File: config.mk
export PLATFORM = sky130hd
export DESIGN_NAME = framed_tx
export DESIGN_NICKNAME = d
export VERILOG_FILES = /design/src/rtl/framed_tx.sv
export SDC_FILE = /design/constraint.sdc
export NUM_CORES = 1
export LEC_CHECK = 0
export CAP_MARGIN = 25
export CELL_PAD_IN_SITES_DETAIL_PLACEMENT = 1
export CELL_PAD_IN_SITES_GLOBAL_PLACEMENT = 1
export CORE_UTILIZATION = 45
export CTS_CLUSTER_DIAMETER = 120
export CTS_CLUSTER_SIZE = 16
export DETAILED_ROUTE_END_ITERATION = 10
export GPL_TIMING_DRIVEN = 0
export PLACE_DENSITY_LB_ADDON = 0.1
export SLEW_MARGIN = 0
export SYNTH_ARGS = -nofsm -noshare
export SYNTH_HDL_FRONTEND = slang
export SYNTH_SLANG_ARGS = --single-unit
File: constraint.sdc
create_clock -name clk -period 3.9 [get_ports clk]
set_input_delay 0.78 -clock clk [delete_from_list [all_inputs] [get_ports clk]]
set_output_delay 0.78 -clock clk [all_outputs]
set_load 0.01 [all_outputs]
File: src/rtl/framed_tx.sv
module framed_tx #(
  parameter int W = 8
) (
  input  logic         clk,
  input  logic         rst_n,
  input  logic         cfg_int_clk,
  input  logic         cfg_clk_inv,
  input  logic         cfg_var_rate,
  input  logic         cfg_cont,
  input  logic         bclk_en,
  input  logic         bclk_ext,
  input  logic         fs_in,
  output logic         fs_out,
  output logic         fs_oe,
  output logic         sdo,
  output logic         sdo_oe,
  input  logic [W-1:0] in_data,
  input  logic         in_last,
  input  logic         in_valid,
  output logic         in_ready,
  output logic         underrun
);
  localparam int CW = (W > 2) ? $clog2(W) : 1;

  typedef enum logic [1:0] {IDLE, SYNC, WAITLO, SHIFT} st_t;

  st_t st, st_n;
  logic [2:0] bs;
  logic [W-1:0] hold_data, sh;
  logic hold_full, hold_last, sh_last;
  logic [CW-1:0] cnt;
  logic fs_q, fs_n, ur_n, load;

  wire rise = bs[1] & ~bs[2];
  wire fall = ~bs[1] & bs[2];
  wire tick = cfg_int_clk ? bclk_en : (cfg_clk_inv ? fall : rise);
  wire shifting = (st == SHIFT);
  wire more = cfg_cont & ~sh_last;

  assign in_ready = ~hold_full;
  assign fs_out   = fs_q;
  assign fs_oe    = cfg_int_clk;
  assign sdo      = shifting & sh[W-1];
  assign sdo_oe   = shifting | (~cfg_int_clk & cfg_var_rate & fs_in);

  always_comb begin
    st_n = st;
    fs_n = fs_q;
    ur_n = 1'b0;
    load = 1'b0;
    if (tick) begin
      unique case (st)
        IDLE:
          if (hold_full) begin
            if (cfg_int_clk) begin
              fs_n = 1'b1;
              if (cfg_var_rate) begin
                load = 1'b1;
                st_n = SHIFT;
              end else begin
                st_n = SYNC;
              end
            end else if (fs_in) begin
              if (cfg_var_rate) begin
                load = 1'b1;
                st_n = SHIFT;
              end else begin
                st_n = WAITLO;
              end
            end
          end
        SYNC: begin
          fs_n = 1'b0;
          load = 1'b1;
          st_n = SHIFT;
        end
        WAITLO:
          if (!fs_in) begin
            load = 1'b1;
            st_n = SHIFT;
          end
        SHIFT:
          if (cnt == '0) begin
            fs_n = 1'b0;
            if (more && hold_full) begin
              load = 1'b1;
            end else begin
              st_n = IDLE;
              ur_n = more;
            end
          end
        default: st_n = IDLE;
      endcase
    end
  end

  always_ff @(posedge clk or negedge rst_n) begin
    if (!rst_n) begin
      bs        <= '0;
      st        <= IDLE;
      fs_q      <= 1'b0;
      underrun  <= 1'b0;
      hold_full <= 1'b0;
      hold_last <= 1'b0;
      hold_data <= '0;
      sh        <= '0;
      sh_last   <= 1'b0;
      cnt       <= '0;
    end else begin
      bs       <= {bs[1:0], bclk_ext};
      st       <= st_n;
      fs_q     <= fs_n;
      underrun <= ur_n;
      if (load) begin
        hold_full <= 1'b0;
      end else if (in_valid && !hold_full) begin
        hold_full <= 1'b1;
        hold_data <= in_data;
        hold_last <= in_last;
      end
      if (load) begin
        sh      <= hold_data;
        sh_last <= hold_last;
        cnt     <= CW'(W - 1);
      end else if (tick && shifting && cnt != '0) begin
        sh  <= sh << 1;
        cnt <= cnt - 1'b1;
      end
    end
  end
endmodule


## Word level (Yosys, flattened, before mapping)

Cells that the tools add are included.

- Bits in registers: 29
- Word-level logic and storage cells: 81
- Output and inout port bits: 6

- Bitwise logic cells: 13
- Equal/unequal tests: 9
- Reduce and logical (&&, ||, !) cells: 14
- Add/subtract/negate cells: 1
- Multiplexer cells: 34

Operators with widths:

| operator | count |
|---|---|
| 2-to-1 mux 1 bit | 20 |
| 2-to-1 mux 8 bit | 2 |
| 2-to-1 mux 2 bit | 7 |
| inequality test 2 bit, second input constant | 4 |
| case mux 2 bit (4 select lines) | 1 |
| AND 1 bit | 6 |
| 2-to-1 mux 3 bit | 2 |
| inverter 1 bit | 6 |
| AND reduction 6 bit | 1 |
| nonzero test 3 bit | 2 |
| AND reduction 5 bit | 1 |
| == test 2 bit, second input constant | 2 |
| logical AND 1 bit | 4 |
| case mux 1 bit (4 select lines) | 1 |
| nonzero test 2 bit | 2 |
| logical NOT 3 bit | 1 |
| inequality test 3 bit, second input constant | 1 |
| case mux 1 bit (3 select lines) | 1 |
| subtractor 3 x 1 -> 3 bit, second input constant | 1 |
| == test 2 x 1 -> 1 bit, second input constant | 1 |
| logical NOT 2 bit | 1 |
| inequality test 2 x 1 -> 1 bit, second input constant | 1 |
| AND reduction 2 bit | 1 |
| logical NOT 1 bit | 1 |
| bitwise OR 1 bit | 1 |

## Depth between registers and ports, before layout

Gate-level depths: netlist (run 1).

- Depth after elaboration: 9
- Gate-level depth with buffers: 8

## Worst setup path after synthesis (run 1)

OpenSTA, ideal clock, no wires.

- Path kind: input to register
- From: in cfg_cont
- To: reg sh_last
- Arrival: 2.016 ns
- Buffers on the path: 1
- Stages: 5
- Data required time: 3.775 ns
- Slack: 1.759 ns
- Library setup time: 0.125 ns
- Cells stage by stage: and4b_4 -> a2111oi_4 -> or3_1 -> buf_6 -> mux2_4

- Cells in the longest elaborated chain, start to end: 6

RTL lines:

| item | line | source |
|---|---|---|
| start, declared | 9 | `input logic cfg_cont,` |
| AND 1 bit | 38 | `wire more = cfg_cont & ~sh_last;` |
| logical AND 1 bit | 85 | `if (more && hold_full) begin` |
| 2-to-1 mux 1 bit | 85 |  |
| 2-to-1 mux 1 bit | 83 | `if (cnt == '0) begin` |
| case mux 1 bit (4 select lines) | 52 | `unique case (st)` |
| 2-to-1 mux 1 bit | 51 | `if (tick) begin` |
| end signal, assigned | 123 | `sh_last <= hold_last;` |
| end, declared | 30 | `logic hold_full, hold_last, sh_last;` |

Every way passes these cells.
A chain may end at the register's enable or synchronous reset.

## Final worst setup path (run 1)

- From: in cfg_int_clk
- To: out sdo_oe

- Cells in the longest elaborated chain, start to end: 4

RTL lines:

| item | line | source |
|---|---|---|
| start, declared | 6 | `input logic cfg_int_clk,` |
| inverter 1 bit | 44 | `assign sdo_oe = shifting \| (~cfg_int_clk & cfg_var_rate & fs_in);` |
| AND 1 bit (2 in a row) | 44 |  |
| bitwise OR 1 bit | 44 |  |
| end, declared | 16 | `output logic sdo_oe,` |

Every way passes these cells.

==> run_results.csv, run 1 <==
group,metric,value,unit
run_status,status,"finished clean",
timing,min_period,3030,ps
finish,final_nets,192,
critical_path,setup.worst_path.start_class,"input pin",
critical_path,reg2reg_to,"sh_last",
critical_path,cp_max_fo,9,
grt,track_usage,24.4,%
clock_tree,clk_path_buf_depth,2,
power,p_leak,0.811,nW
synth,synth_area,0.00153,sq mm
synth,synth.top_cells.by_area,"dfrtp_1 (48%), mux2_2 (8.1%), ha_1 (5.7%)",
clock_tree,cts_tree,"done",
place,numPortBuffers,24,
clock_tree,h-tree-depth,2,
place,place_area,0.00185,sq mm
timing,worst_slack,873,ps
worst_hold_path,worstHoldStart,"bs[0]",
finish,syn_to_final_growth,26.7,%
grt,grt_pass1_wl,6180,um
critical_path,r2r-start,"st[0]",
clock_tree,ctsHoldBuffers,0,
synth,ys_seq_area_share,47.5,%
clock_tree,clkTransAtPathRegs,90,ps
die,rows,20,
detailed_routing,drt_iter0_drc,50,
synth,synthFlopType,"dfrtp_1",
die,initial_utilization,48.8,%
detailed_routing,wl,3830,um
synth,ys_seq_elements,29,
finish,stdcell_area,0.00194,sq mm
critical_path,rrSetupSlack,1530,ps
die,ioPinCount,25,
timing,tightest_slew,606,ps
place,hpwl,2780,um
synth,synthCells,134,
timing,fin_crit_sh,77.6,%
critical_path,cp.arrival,2250,ps
detailed_routing,drc,0,
synth,yosysTopAreaCell,"dfrtp_1",
critical_path,required,3120,ps
timing,setup_violations,0,
synth,ys_top_cells_by_count,"dfrtp_1 (29), o21ai_0 (12), mux2_2 (11)",
finish,n_antenna_cell,0,
synth,async_flop_share,100,%
critical_path,r2r_cells,6,
clock_tree,numCtsBuffers,5,
job,maxCapViolations,0,
timing,fin_worst_skew,9.78,ps
die,die_area,0.00363,sq mm
detailed_routing,via_per_inst,5.79,
synth,synth_top_area_share,47.5,%
grt,grt-ovfl-total,0,
synth,avgSynthCellArea,11.4,sq um
synth,synth_edf_count,0,
die,core,0.00313,sq mm
detailed_routing,first_pass_iters,4,
synth,yosysMostFrequentCell,"dfrtp_1",
synth,yosysWarnings,0,
clock_tree,postCtsSetupRepairBufs,0,
grt,grt_max_degree,21,
timing,hold_viol_final,0,
timing,max_freq,330,MHz
timing,slew_headroom,59.6,%
place,place_ws,920,ps
worst_hold_path,hold_depth,0,
timing,rsz0062_at_grt,"false",
power,p_total,0.00146,W
critical_path,cp-end-kind,"output pin",
detailed_routing,ant_nets,0,
place,place_congestion,0.768,
power,ir_drop,0.000395,V
clock_tree,cts_root_buf,"clkbuf_4",
die,dieWidth,60.3,um
finish,final_core_util,61.9,%
timing,finalSetupTns,0,ps
power,powerDensity,755,mW/mm^2
synth,synth_cell_types,41,
die,die_y,60.3,um
finish,drive_above_1_share,19.2,%
finish,nFillCells,336,
grt,antenna_found_initial,0,
worst_hold_path,hold_path.class,"reg -> reg",
detailed_routing,detailroute.via_count,1221,
clock_tree,ctsResizeCount,0,
clock_tree,clk_latency,340,ps
critical_path,critPathKind,"in -> out",
detailed_routing,wl_per_cell,18.2,um
worst_hold_path,holdPathEnd,"bs[1]",
synth,syn_nets,160,
timing,slew_viol_final,0,
clock_tree,clkSinkCount,29,
grt,grt_pass1_vias,1276,
[routing by layer]
metal,wire length [um],share of wire (%),global-route usage [%],vias up
li1,-,-,-,564
met1,1570,41,28.4,616
met2,2030,53,42.5,35
met3,173,4.5,5.84,6
met4,62,1.6,9.63,0
met5,0,0,0,-
[placed cells by master (no fill, tap or decap), types with 7 or more instances in the layout]
cell type / instances
inv_1: 8
clkdlybuf4s50_1: 24
nor4_1: 8
dfrtp_1: 29
nand3_1: 10
a31oi_1: 10
o21ai_0: 12
mux2_2: 11
ha_1: 7
[flip-flops by register name, indices dropped and copies added (netlist names)]
register	count
bs	3
cnt	3
fs_out	1
hold_data	8
hold_full	1
hold_last	1
sh	8
sh_last	1
st	2
underrun	1
[through the flow]
| stage | instances | hold WS [ps] |
|---|---|---|
| 3_5_place_dp | 203 | 339 |
| 6_report | 211 | 356 |
| 5_1_grt | 211 | 365 |
| 2_1_floorplan | 134 | 331 |
| 4_1_cts | 211 | 361 |
| 3_3_place_gp | 202 | 337 |
[worst max-delay path by stage]
stage / startpoint / cells after the start / slack [ps] / endpoint
2_1_floorplan: cfg_cont / 5 / 1760 / sh_last
3_3_place_gp: cfg_int_clk / 4 / 940 / sdo_oe
3_5_place_dp: cfg_int_clk / 4 / 920 / sdo_oe
4_1_cts: cfg_int_clk / 4 / 880 / sdo_oe
5_1_grt: cfg_int_clk / 4 / 840 / sdo_oe
6_report: cfg_int_clk / 4 / 870 / sdo_oe
[report_power, final]
group / internal (W) / switching (W) / total, W
combinational: 0.000330 / 0.000339 / 0.000669
sequential: 0.000436 / 0.0000896 / 0.000526
clock: 0.000153 / 0.000114 / 0.000267
[critical path: stages]
cell	delay (ps)
clkdlybuf4s50_1	680
inv_1	100
a31o_2	210
clkdlybuf4s50_1	470
[area by class of cell]
cell class	count	area (sq um)	area share, %
inverters	8	30.0	1.55
repair buffers	25	268	13.8
clock inverters	1	30.0	1.55
clock buffers	7	55.1	2.84
plain buffers	8	57.6	2.97
multi-input cells	89	714	36.9
well taps	44	55.1	2.84
flip-flops and latches	29	726	37.5
[cell families after synthesis]
kind of cell | Yosys count | synth area share [%]
mux | 13 | 9.75
flops | 29 | 47.5
simple gates | 33 | 13.8
buf+inv | 16 | 5.73
fa+ha+maj | 7 | 5.73
compound gates | 36 | 17.5
Note: power is estimated with default switching activity, not from simulation.
==> run 2, diff against run 1 <==
- CORE_UTILIZATION: 45 -> 41
- clock period: 3.9 -> 3 ns (I/O delays scaled with it)
==> run_results.csv, run 2 (synthesized netlist as in run 1, its figures left out) <==
group,metric,value,unit
run_status,status,"finished clean",
clock_tree,h-tree-depth,2,
detailed_routing,ant_nets,0,
critical_path,cp.depth,4,
grt,grt-ovfl-total,0,
detailed_routing,via_per_inst,5.73,
place,place_congestion,0.766,
finish,nFillCells,360,
critical_path,cp-end-kind,"output pin",
detailed_routing,detailroute.via_count,1221,
detailed_routing,drc,0,
critical_path,critPathKind,"in -> out",
timing,slew_headroom,57.6,%
power,power.switching,0.000719,W
detailed_routing,drt_iter0_drc,75,
clock_tree,clkSinkCount,29,
power,comb_power_share,44.4,%
clock_tree,numCtsBuffers,5,
grt,grt_pass1_vias,1333,
clock_tree,cts_tree,"done",
finish,final_nets,192,
timing,max_freq,375,MHz
critical_path,cp_slowest_cell,"clkdlybuf4s50_1",
clock_tree,clk_path_buf_depth,2,
finish,n_antenna_cell,0,
job,maxCapViolations,0,
critical_path,r2r_cells,6,
critical_path,path_cells,"clkdlybuf4s50_1 > inv_1 > a31o_2 > clkdlybuf4s50_1",
power,p_leak,0.824,nW
clock_tree,clkTransAtPathRegs,60,ps
timing,setup_violations,0,
clock_tree,postCtsSetupRepairBufs,0,
timing,finalSetupTns,0,ps
worst_hold_path,hold_path.class,"reg -> reg",
grt,grt_max_degree,20,
power,powerDensity,1010,mW/mm^2
finish,final_core_util,57.2,%
clock_tree,clk_latency,280,ps
critical_path,crit_path_frequent_cell,"clkdlybuf4s50_1",
finish,reg_top3,"hold_data x8, sh x8",
power,power_frac_clock,21.1,%
critical_path,setup.worst_path.start_class,"input pin",
worst_hold_path,hold_depth,0,
die,dieWidth,63.0,um
timing,min_period,2670,ps
die,die_y,63.0,um
critical_path,cp.arrival,2070,ps
power,intPower,0.00127,W
die,ioPinCount,25,
grt,antenna_found_initial,0,
power,seq_power_share,34.5,%
finish,instances_no_fill,213,
finish,drive_above_1_share,19.2,%
clock_tree,cts_root_buf,"clkbuf_8",
grt,grt_pass1_wl,6750,um
clock_tree,ctsResizeCount,0,
die,initial_utilization,44.4,%
finish,layout_common_cells,"dfrtp_1 (29), clkdlybuf4s50_1 (24), o21ai_0 (12)",
die,rows,21,
timing,rsz0062_at_grt,"false",
grt,track_usage,23.2,%
finish,syn_to_final_growth,28.9,%
detailed_routing,wl_per_cell,18.5,um
power,ir_drop,0.000375,V
timing,fin_crit_sh,88.8,%
place,hpwl,2810,um
clock_tree,ctsHoldBuffers,0,
power,switching_share,36.2,%
die,die_area,0.00397,sq mm
place,dp.cells,205,
critical_path,critPathBufInv,3,
critical_path,crit_family,"buffers and inverters",
critical_path,required,2400,ps
detailed_routing,wl,3940,um
detailed_routing,first_pass_iters,4,
timing,hold_viol_final,0,
finish,final_common_cell,"dfrtp_1",
die,core,0.00344,sq mm
place,numPortBuffers,24,
timing,fin_worst_skew,3.45,ps
timing,tightest_slew,634,ps
critical_path,cp_max_fo,9,
timing,slew_viol_final,0,
critical_path,max_stage_delay,660,ps
-- run 2: area by class of cell --
class | instances | area [sq um] | area share, %
timing repair buffer | 25 | 268 | 13.6
tap | 46 | 57.6 | 2.92
inverter | 8 | 30.0 | 1.52
multi-input combinational | 89 | 714 | 36.3
sequential | 29 | 726 | 36.8
buffer | 8 | 57.6 | 2.92
clock inverter | 1 | 30.0 | 1.52
clock buffer | 7 | 86.3 | 4.38
-- run 2: routing by layer --
layer	vias up	part of all wire [%]	track usage (%)
li1	565	-	-
met1	623	42	27.4
met2	27	52	37.8
met3	6	3.6	7.30
met4	0	2.0	11.3
met5	-	0	0
-- run 2: through the flow --
step | total power [W] | setup WS, ps | area [sq um] | hold slack, ps
floorplan | 0.00127 | 944 | 1530 | 304
global placement | 0.00150 | 385 | 1830 | 335
detailed placement | 0.00157 | 326 | 1850 | 336
CTS | 0.00200 | 339 | 1970 | 350
global route | 0.00212 | 287 | 1970 | 373
finish | 0.00199 | 335 | 1970 | 350
-- run 2: final timing paths --
| path | startpoint | endpoint | slack (ps) |
|---|---|---|---|
| max | cfg_int_clk | sdo_oe | 330 |
| min | bs[0] | bs[1] | 350 |
| max reg2reg | st[0] | sh_last | 660 |
| min reg2reg | bs[0] | bs[1] | 350 |
| max in group asynchronous | rst_n | hold_data[0] | 1770 |
| min in group asynchronous | rst_n | st[0] | 710 |
-- run 2: power groups by stage --
stage | clock (W) | sequential (W) | combinational (W)
detailed placement | 0 | 0.000687 | 0.000881
CTS | 0.000434 | 0.000682 | 0.000887
global placement | 0 | 0.000671 | 0.000825
finish | 0.000419 | 0.000685 | 0.000881
floorplan | 0 | 0.000648 | 0.000625
global route | 0.000451 | 0.000703 | 0.000967
==> run 3, diff against run 2 <==
- CORE_UTILIZATION: 41 -> 25
- clock period: 3 -> 3.11 ns (I/O delays scaled with it)
==> run_results.csv, run 3 (synthesized netlist as in run 1, its figures left out) <==
group,metric,value,unit
place,dp.cells,233,
grt,track_usage,14.2,%
finish,nFillCells,660,
die,ioPinCount,25,
place,numPortBuffers,24,
die,initial_utilization,25.8,%
finish,instances_no_fill,241,
detailed_routing,detailroute.via_count,1189,
die,die_area,0.00643,sq mm
finish,n_antenna_cell,0,
detailed_routing,wl,3880,um
timing,finalSetupTns,0,ps
critical_path,cp.arrival,2080,ps
timing,fin_crit_sh,86.9,%
run_status,status,"finished clean",
place,place_ws,391,ps
clock_tree,clk_path_buf_depth,2,
detailed_routing,ant_nets,0,
timing,min_period,2700,ps
power,ir_drop,0.000260,V
detailed_routing,wl_per_cell,16.1,um
die,rows,28,
grt,grt_max_degree,30,
power,powerDensity,921,mW/mm^2
clock_tree,ctsResizeCount,0,
detailed_routing,drt_iter0_drc,15,
clock_tree,clkSinkCount,29,
clock_tree,clkTransAtPathRegs,70,ps
clock_tree,postCtsSetupRepairBufs,0,
timing,hold_viol_final,0,
critical_path,cp-end-kind,"output pin",
power,p_leak,0.798,nW
grt,grt_pass1_wl,6760,um
clock_tree,cts_root_buf,"clkbuf_8",
clock_tree,cts_tree,"done",
timing,setup_violations,0,
grt,grt-ovfl-total,0,
grt,grt_pass1_vias,1299,
critical_path,cp_max_fo,9,
timing,rsz0062_at_grt,"false",
timing,fin_worst_skew,3.50,ps
critical_path,required,2490,ps
critical_path,critPathKind,"in -> out",
die,dieWidth,80.2,um
finish,final_nets,191,
timing,slew_viol_final,0,
finish,final_common_cell,"dfrtp_1",
place,hpwl,2720,um
grt,antenna_found_initial,0,
timing,max_freq,370,MHz
timing,tightest_slew,675,ps
finish,drive_above_1_share,19.3,%
die,die_y,80.2,um
worst_hold_path,hold_path.class,"reg -> reg",
clock_tree,numCtsBuffers,5,
timing,slew_headroom,55.0,%
place,place_congestion,0.712,
critical_path,setup.worst_path.start_class,"input pin",
job,maxCapViolations,0,
finish,layout_common_cells,"dfrtp_1 (29), clkdlybuf4s50_1 (23), o21ai_0 (12)",
detailed_routing,via_per_inst,4.93,
detailed_routing,first_pass_iters,4,
clock_tree,h-tree-depth,2,
detailed_routing,drc,0,
die,core,0.00592,sq mm
clock_tree,clk_latency,280,ps
finish,reg_top3,"hold_data x8, sh x8",
clock_tree,ctsHoldBuffers,0,
finish,syn_to_final_growth,26.9,%
timing,worst_slack,408,ps
-- run 3: worst max-delay path, stage by stage --
cell and delay [ps]:
clkdlybuf4s50_1 670, inv_1 100, a31o_2 210, clkdlybuf4s50_1 470
-- run 3: path summary, 6_finish.rpt --
kind                        startpoint            to  slack, ps  depth (start not counted)
max                        cfg_int_clk        sdo_oe        410                          4
min                              bs[0]         bs[1]        350                          0
max reg2reg                      st[0]       sh_last        770                          6
min reg2reg                      bs[0]         bs[1]        350                          0
max in group asynchronous        rst_n  hold_data[1]       2300                          1
min in group asynchronous        rst_n         st[0]        370                          1
-- run 3: metal layers --
metal | track usage (%) | part of all wire (%) | up-vias
met2 | 22.8 | 47 | 18
met5 | 0 | 0 | -
li1 | - | - | 562
met1 | 18.3 | 49 | 603
met3 | 3.75 | 2.6 | 6
met4 | 4.82 | 1.4 | 0
-- run 3: where the power goes --
part,total (W),internal (W),switching [W]
Sequential,0.000656,0.000548,0.000108
Combinational,0.000823,0.000408,0.000415
Clock,0.000307,0.000155,0.000152
Total,0.00179,0.00111,0.000675
-- run 3: layout make-up --
class | instances | area (sq um) | share of cell area, %
Multi-Input combinational cell | 89 | 714 | 36.8
Inverter | 8 | 30.0 | 1.55
Buffer | 8 | 57.6 | 2.97
Clock buffer | 6 | 72.6 | 3.74
Tap cell | 75 | 93.8 | 4.84
Timing Repair Buffer | 24 | 235 | 12.1
Clock inverter | 2 | 10.0 | 0.516
Sequential cell | 29 | 726 | 37.4
-- run 3: per-stage QoR --
| stage | hold WS [ps] | instance area, sq um | power, W | util [%] |
|---|---|---|---|---|
| CTS | 357 | 1940 | 0.00182 | 32.8 |
| finish | 352 | 1940 | 0.00179 | 32.8 |
| floorplan | 326 | 1530 | 0.00123 | - |
| global placement | 337 | 1860 | 0.00147 | 31.4 |
| detailed placement | 341 | 1860 | 0.00150 | 31.4 |
| global route | 359 | 1940 | 0.00194 | 32.8 |
